==> config.mk <==
export PLATFORM = sky130hd
export DESIGN_NAME = bus_exchanger
export DESIGN_NICKNAME = d
export VERILOG_FILES = /design/src/rtl/bx_pkg.sv /design/src/rtl/bx_en_reg.sv /design/src/rtl/bx_a2b_path.sv /design/src/rtl/bx_b2a_path.sv /design/src/rtl/bus_exchanger.sv
export SDC_FILE = /design/constraint.sdc
export NUM_CORES = 1
export LEC_CHECK = 0
export BUFFER_PORTS_ARGS = -buffer_cell sky130_fd_sc_hd__buf_2
export CORE_AREA = 2 2 95 97
export CTS_BUF_LIST = sky130_fd_sc_hd__clkbuf_8
export DETAILED_ROUTE_END_ITERATION = 12
export DIE_AREA = 0 0 97 99
export PLACE_DENSITY = 0.49
export SLEW_MARGIN = 20
export SYNTH_ARGS = -nofsm -noshare
export SYNTH_HDL_FRONTEND = slang
export SYNTH_HIERARCHICAL = 1
export SYNTH_SLANG_ARGS = --single-unit
==> constraint.sdc <==
create_clock -name clk -period 2.2 [get_ports clk]
set_clock_uncertainty 0.1 [all_clocks]
set_input_delay 0.11 -clock clk [delete_from_list [all_inputs] [get_ports clk]]
set_output_delay 0.11 -clock clk [all_outputs]
set_load 0.05 [all_outputs]
==> src/rtl/bx_pkg.sv <==
package bx_pkg;
  typedef enum logic {
    PICK_B2 = 1'b0,
    PICK_B1 = 1'b1
  } pick_e;
endpackage

==> src/rtl/bx_en_reg.sv <==
module bx_en_reg #(
  parameter int W = 12
) (
  input  logic         clk,
  input  logic         rst_n,
  input  logic         ld_n,
  input  logic [W-1:0] d,
  output logic [W-1:0] q
);
  always_ff @(posedge clk) begin
    if (!rst_n)      q <= '0;
    else if (!ld_n)  q <= d;
  end

  p_load_r1: assert property (@(posedge clk) disable iff (!rst_n)
    !ld_n |=> q == $past(d));
  p_hold_r2: assert property (@(posedge clk) disable iff (!rst_n)
    ld_n |=> $stable(q));
endmodule

==> src/rtl/bx_a2b_path.sv <==
module bx_a2b_path #(
  parameter int W      = 12,
  parameter int STAGES = 2
) (
  input  logic         clk,
  input  logic         rst_n,
  input  logic [W-1:0] a_in,
  input  logic         ld_a1_n,
  input  logic         ld_a2_n,
  output logic [W-1:0] b1_q,
  output logic [W-1:0] b2_q
);
  localparam int LAST = STAGES - 1;
  logic [W-1:0] chain [STAGES+1];

  assign chain[0] = a_in;

  for (genvar s = 0; s < STAGES; s++) begin : g_stage
    bx_en_reg #(.W(W)) u_stage (
      .clk(clk), .rst_n(rst_n), .ld_n(ld_a1_n),
      .d(chain[s]), .q(chain[s+1])
    );
  end

  assign b1_q = chain[LAST+1];

  bx_en_reg #(.W(W)) u_b2 (
    .clk(clk), .rst_n(rst_n), .ld_n(ld_a2_n), .d(a_in), .q(b2_q)
  );
endmodule

==> src/rtl/bx_b2a_path.sv <==
module bx_b2a_path
  import bx_pkg::*;
#(
  parameter int W = 12
) (
  input  logic         clk,
  input  logic         rst_n,
  input  logic [W-1:0] b1_in,
  input  logic [W-1:0] b2_in,
  input  logic         ld_b1_n,
  input  logic         ld_b2_n,
  input  logic         pick_b1,
  output logic [W-1:0] cap1_q,
  output logic [W-1:0] cap2_q,
  output logic [W-1:0] a_q
);
  pick_e pick_q;

  bx_en_reg #(.W(W)) u_cap1 (
    .clk(clk), .rst_n(rst_n), .ld_n(ld_b1_n), .d(b1_in), .q(cap1_q)
  );
  bx_en_reg #(.W(W)) u_cap2 (
    .clk(clk), .rst_n(rst_n), .ld_n(ld_b2_n), .d(b2_in), .q(cap2_q)
  );

  always_ff @(posedge clk) begin
    if (!rst_n) pick_q <= PICK_B2;
    else        pick_q <= pick_e'(pick_b1);
  end

  always_comb begin
    a_q = (pick_q == PICK_B1) ? cap1_q : cap2_q;
  end
endmodule

==> src/rtl/bus_exchanger.sv <==
module bus_exchanger #(
  parameter int W      = 12,
  parameter int STAGES = 2
) (
  input  logic         clk,
  input  logic         rst_n,
  input  logic [W-1:0] a_in,
  input  logic         ld_a1_n,
  input  logic         ld_a2_n,
  input  logic [W-1:0] b1_in,
  input  logic [W-1:0] b2_in,
  input  logic         ld_b1_n,
  input  logic         ld_b2_n,
  input  logic         pick_b1,
  input  logic         a_oe_n,
  input  logic         b_oe_n,
  output logic [W-1:0] a_out,
  output logic         a_drive,
  output logic [W-1:0] b1_out,
  output logic [W-1:0] b2_out,
  output logic         b_drive
);
  logic [W-1:0] cap1_q, cap2_q;

  bx_a2b_path #(.W(W), .STAGES(STAGES)) u_a2b (
    .clk(clk), .rst_n(rst_n), .a_in(a_in),
    .ld_a1_n(ld_a1_n), .ld_a2_n(ld_a2_n),
    .b1_q(b1_out), .b2_q(b2_out)
  );

  bx_b2a_path #(.W(W)) u_b2a (
    .clk(clk), .rst_n(rst_n), .b1_in(b1_in), .b2_in(b2_in),
    .ld_b1_n(ld_b1_n), .ld_b2_n(ld_b2_n), .pick_b1(pick_b1),
    .cap1_q(cap1_q), .cap2_q(cap2_q), .a_q(a_out)
  );

  always_ff @(posedge clk) begin
    if (!rst_n) begin
      a_drive <= 1'b0;
      b_drive <= 1'b0;
    end else begin
      a_drive <= ~a_oe_n;
      b_drive <= ~b_oe_n;
    end
  end

  p_sel_b1_r7: assert property (@(posedge clk) disable iff (!rst_n)
    pick_b1 |=> a_out == cap1_q);
  p_sel_b2_r7: assert property (@(posedge clk) disable iff (!rst_n)
    !pick_b1 |=> a_out == cap2_q);
  p_a_dir_r8: assert property (@(posedge clk) disable iff (!rst_n)
    1'b1 |=> a_drive == !$past(a_oe_n));
  p_b_dir_r8: assert property (@(posedge clk) disable iff (!rst_n)
    1'b1 |=> b_drive == !$past(b_oe_n));
  p_reset_r9: assert property (@(posedge clk)
    !rst_n |=> (!a_drive && !b_drive && b1_out == '0 && b2_out == '0));

  if (STAGES == 2) begin : g_pair_chk
    p_pair_r5: assert property (@(posedge clk) disable iff (!rst_n)
      !ld_a1_n ##1 (!ld_a1_n && !ld_a2_n) |=>
        (b1_out == $past(a_in, 2) && b2_out == $past(a_in)));
  end
endmodule

# == After elaboration in Yosys (flattened, before gate mapping) ==
# Index checks and enable logic that the tools add are counted.
# totals
regBits,63
output_inout_bits,38
elab_cells,11
# op_classes
n_mux,1
bitwise,2
# op_table
operator,count
$mux 12,1
$not 1->1,2

# == Depth between registers and ports, before layout ==
# logic_depth
word_depth,1
mapped_depth,3
depth_no_buf,2

# == Cells and area by module ==
# Netlist, hierarchy kept.
# by_module_without_submodules
module,instances,cells_each,area_each_um2,seq_area_each_um2
bx_en_reg,5,38,450.4,240.2
bx_b2a_path,1,15,210.2,20.0
bus_exchanger,1,4,67.6,40.0

# == Least setup slack after synthesis ==
# OpenSTA, ideal clock, no wires.
# synth_timing
path_kind,register to output
start,register u_b2a.pick_q
end,output port a_out[0]
arrival_time_ps,913
required_ps,1990
setup_slack_ps,1077
stages_incl_launch_ff,3
cell_sequence,dfxtp_1 buf_6 mux2_4
# synth_between
elab_chain_cells,1
# synth_rtl
element,line,source
"start, declared",bx_b2a_path.sv:17,pick_e pick_q;
"start signal, assigned",bx_b2a_path.sv:28,else pick_q <= pick_e'(pick_b1);
$mux 12,bx_b2a_path.sv:32,a_q = (pick_q == PICK_B1) ? cap1_q : cap2_q;
"end, declared",bus_exchanger.sv:17,"output logic [W-1:0] a_out,"
# Every way passes these cells.

# == Worst setup path in the final report ==
# layout_timing
start,register u_b2a.pick_q
end,output port a_out[2]
# Same word-level chain as after synthesis.

==> flow_summary.json <==
{
  "cp_num_cells": 3,
  "wirelength_um": 5352,
  "drive_gt1_share_pct": 34.02,
  "hold_viol": 0,
  "leakage_nw": 1.733,
  "ys_types": 9,
  "final_nets": 378,
  "detail_route.wl_per_cell_um": 12.00,
  "syn_inst": 209,
  "status": "finished clean",
  "crit_type": "reg2out",
  "tightest_slew_ns": 0.7083,
  "diodes": 0,
  "ios": 83,
  "synth_top_area_cell": "dfxtp_1",
  "vdd_drop_max_v": 0.0004682,
  "required_ns": 1.99,
  "synthTopCellsByCount": "dfxtp_1, mux2i_1, nor2b_1, mux2_4, buf_6",
  "synth_flop_cell": "dfxtp_1",
  "critical_path_buf_inv_count": 2,
  "dpl_cell_area_mm2": 0.003012,
  "final_util_pct": 42.38,
  "clkLatencyLatePin_ns": 0.33,
  "setup_violations": 0,
  "finalCritPeriodShare_pct": 77.14,
  "grt_max_degree": 44,
  "hold_start": "ld_a2_n",
  "relSlewSlack_pct": 52.78,
  "maxCapViolations": 0,
  "core-area_mm2": 0.008551,
  "grt_overflow_total": 0,
  "synth-async-reset-ratio_pct": 0,
  "r2r_end": "u_a2b/g_stage[1].u_stage/q[1]",
  "die_x_um": 97,
  "final_cell_area_mm2": 0.003623,
  "r2r_slack_ns": 1.47,
  "synth_seq_area_share_pct": 49.85,
  "cts_resized": 0,
  "chipHeight_um": 99,
  "grt_usage_pct": 11.45,
  "fillCellCount": 850,
  "htree_num_levels": 3,
  "antenna_found_initial": 0,
  "yosys-top-cells-area": "dfxtp_1, mux2i_1, nor2b_1",
  "gp_congestion": 0.7229,
  "start_util_pct": 29.59,
  "hpwl_um": 3543,
  "viasPerCell": 4.083,
  "port_buffers": 82,
  "drtPass1Iterations": 4,
  "synth_top_area_share_pct": 49.85,
  "p_per_area_mw_per_mm2": 773.9,
  "r2r-start": "u_a2b/g_stage[1].u_stage/q[1]",
  "cp-end-kind": "primary output",
  "whs_path_depth": 3,
  "dp.cells": 391,
  "cts.path.max_buffers": 2,
  "place_ws_ns": 0.8513,
  "drtIter0Drc": 43,
  "area.growth.synth_to_final_pct": 43.22,
  "cp_slowest_cell": "dfxtp_1",
  "seq_area_mm2": 0.001261,
  "fin_cells": 446,
  "reg2reg_depth": 2,
  "syn-cell-area_mm2": 0.002530,
  "start_kind": "register",
  "tns_ns": 0,
  "power_mw": 2.804,
  "cp.arrival_ns": 1.49,
  "timing.fmax_ghz": 0.5893,
  "timing.final.crit_period_ns": 1.697,
  "vias": 1821,
  "finalHoldWorstSlack_ns": 0.1719,
  "whs_endpoint": "u_a2b/u_b2/q[1]",
  "cts_buffers": 9,
  "crit_chain": "buf_4 > mux2_4 > buf_2",
  "syn_area_per_cell_um2": 12.10,
  "first_global_vias": 1812,
  "cts.sink_count": 63,
  "syn_nets": 254,
  "clk_pin_slew_ns": 0.07,
  "synth_edf_count": 0,
  "multi_input_area_mm2": 0.001182,
  "worst_slack_ns": 0.5029,
  "cp_top_family": "buffers and inverters",
  "cts_tree": "done",
  "crit_path_max_incr_delay_ns": 0.37,
  "rows": 34,
  "grt_pass1_wl_um": 8756,
  "post-route-drc-count": 0,
  "synth.most_common_cell": "dfxtp_1",
  "postRouteAntennaNets": 0,
  "die-area_mm2": 0.009603,
  "drv_slew": 0,
  "path_max_fanout": 10,
  "ys_seq_elements": 63,
  "ys.warnings.count": 6,
  "clockRootBuffer": "clkbuf_8",
  "rsz0062_at_grt": "false",
  "cts_setup_buffers": 0,
  "min_path_type": "in2reg"
}
[placed cells by master, fill, tap and decap left out, types with 3 or more instances in the layout]
| master | instances |
|---|---|
| clkinv_2 | 3 |
| dlygate4sd3_1 | 39 |
| nor2b_1 | 60 |
| mux2i_1 | 60 |
| dfxtp_1 | 63 |
| clkbuf_8 | 10 |
| buf_4 | 3 |
| buf_2 | 82 |
| mux2_4 | 10 |
[cell type report]
cell class | count | share of cell area [%]
clock buffer | 10 | 3.798
clock inverter | 6 | 2.314
timing repair buffer | 124 | 22.72
tap | 108 | 3.729
sequential | 63 | 34.81
multi-input combinational | 135 | 32.63
[worst register-to-register path, stage by stage (launching register included)]
cell and delay, ns:
dfxtp_1 0.32, mux2i_1 0.15, nor2b_1 0.06
[cell families (layout without fill, tap and decap cells)]
logic type / Yosys count / in the layout / share of synthesized area (%)
and+or+nand+nor: 63 / 63 / 16.17
DFF: 63 / 63 / 49.85
buffers and inverters: 11 / 140 / 3.412
muxes: 72 / 72 / 30.56
[state kept, by name, summed over array words and instances (netlist names)]
name,count
u_a2b/g_stage.u_stage/q,24
a_drive,1
u_b2a/u_cap1/q,12
u_a2b/u_b2/q,12
u_b2a/u_cap2/q,12
b_drive,1
u_b2a/pick_q,1
[report_power, final]
group | switching, mW | internal [mW]
clock | 0.444 | 0.665
combinational | 0.257 | 0.205
sequential | 0.0308 | 1.20
total | 0.732 | 2.07
[how the worst max path moves through the flow]
stage / from / end
final: u_b2a/pick_q / a_out[2]
after global routing: u_b2a/pick_q / a_out[2]
after CTS: u_b2a/pick_q / a_out[8]
after detailed placement: u_b2a/pick_q / a_out[8]
after global placement: u_b2a/pick_q / a_out[10]
after floorplan: u_b2a/pick_q / a_out[0]
[repair_timing]
action                                  4_1_cts  5_1_grt
hold buffers                                 39        0
hold endpoints to repair                     51        0
endpoints found under the setup margin        0        0
[routing by layer]
metal	up-vias	wire length, um	part of all wire (%)	global-route usage, %
met4	0	85	1.6	4.875
met5	-	0	0	0
met1	813	2614	49	14.32
met2	54	2347	44	17.90
li1	947	-	-	-
met3	7	305	5.7	4.113
(Power assumes the default switching activity.)
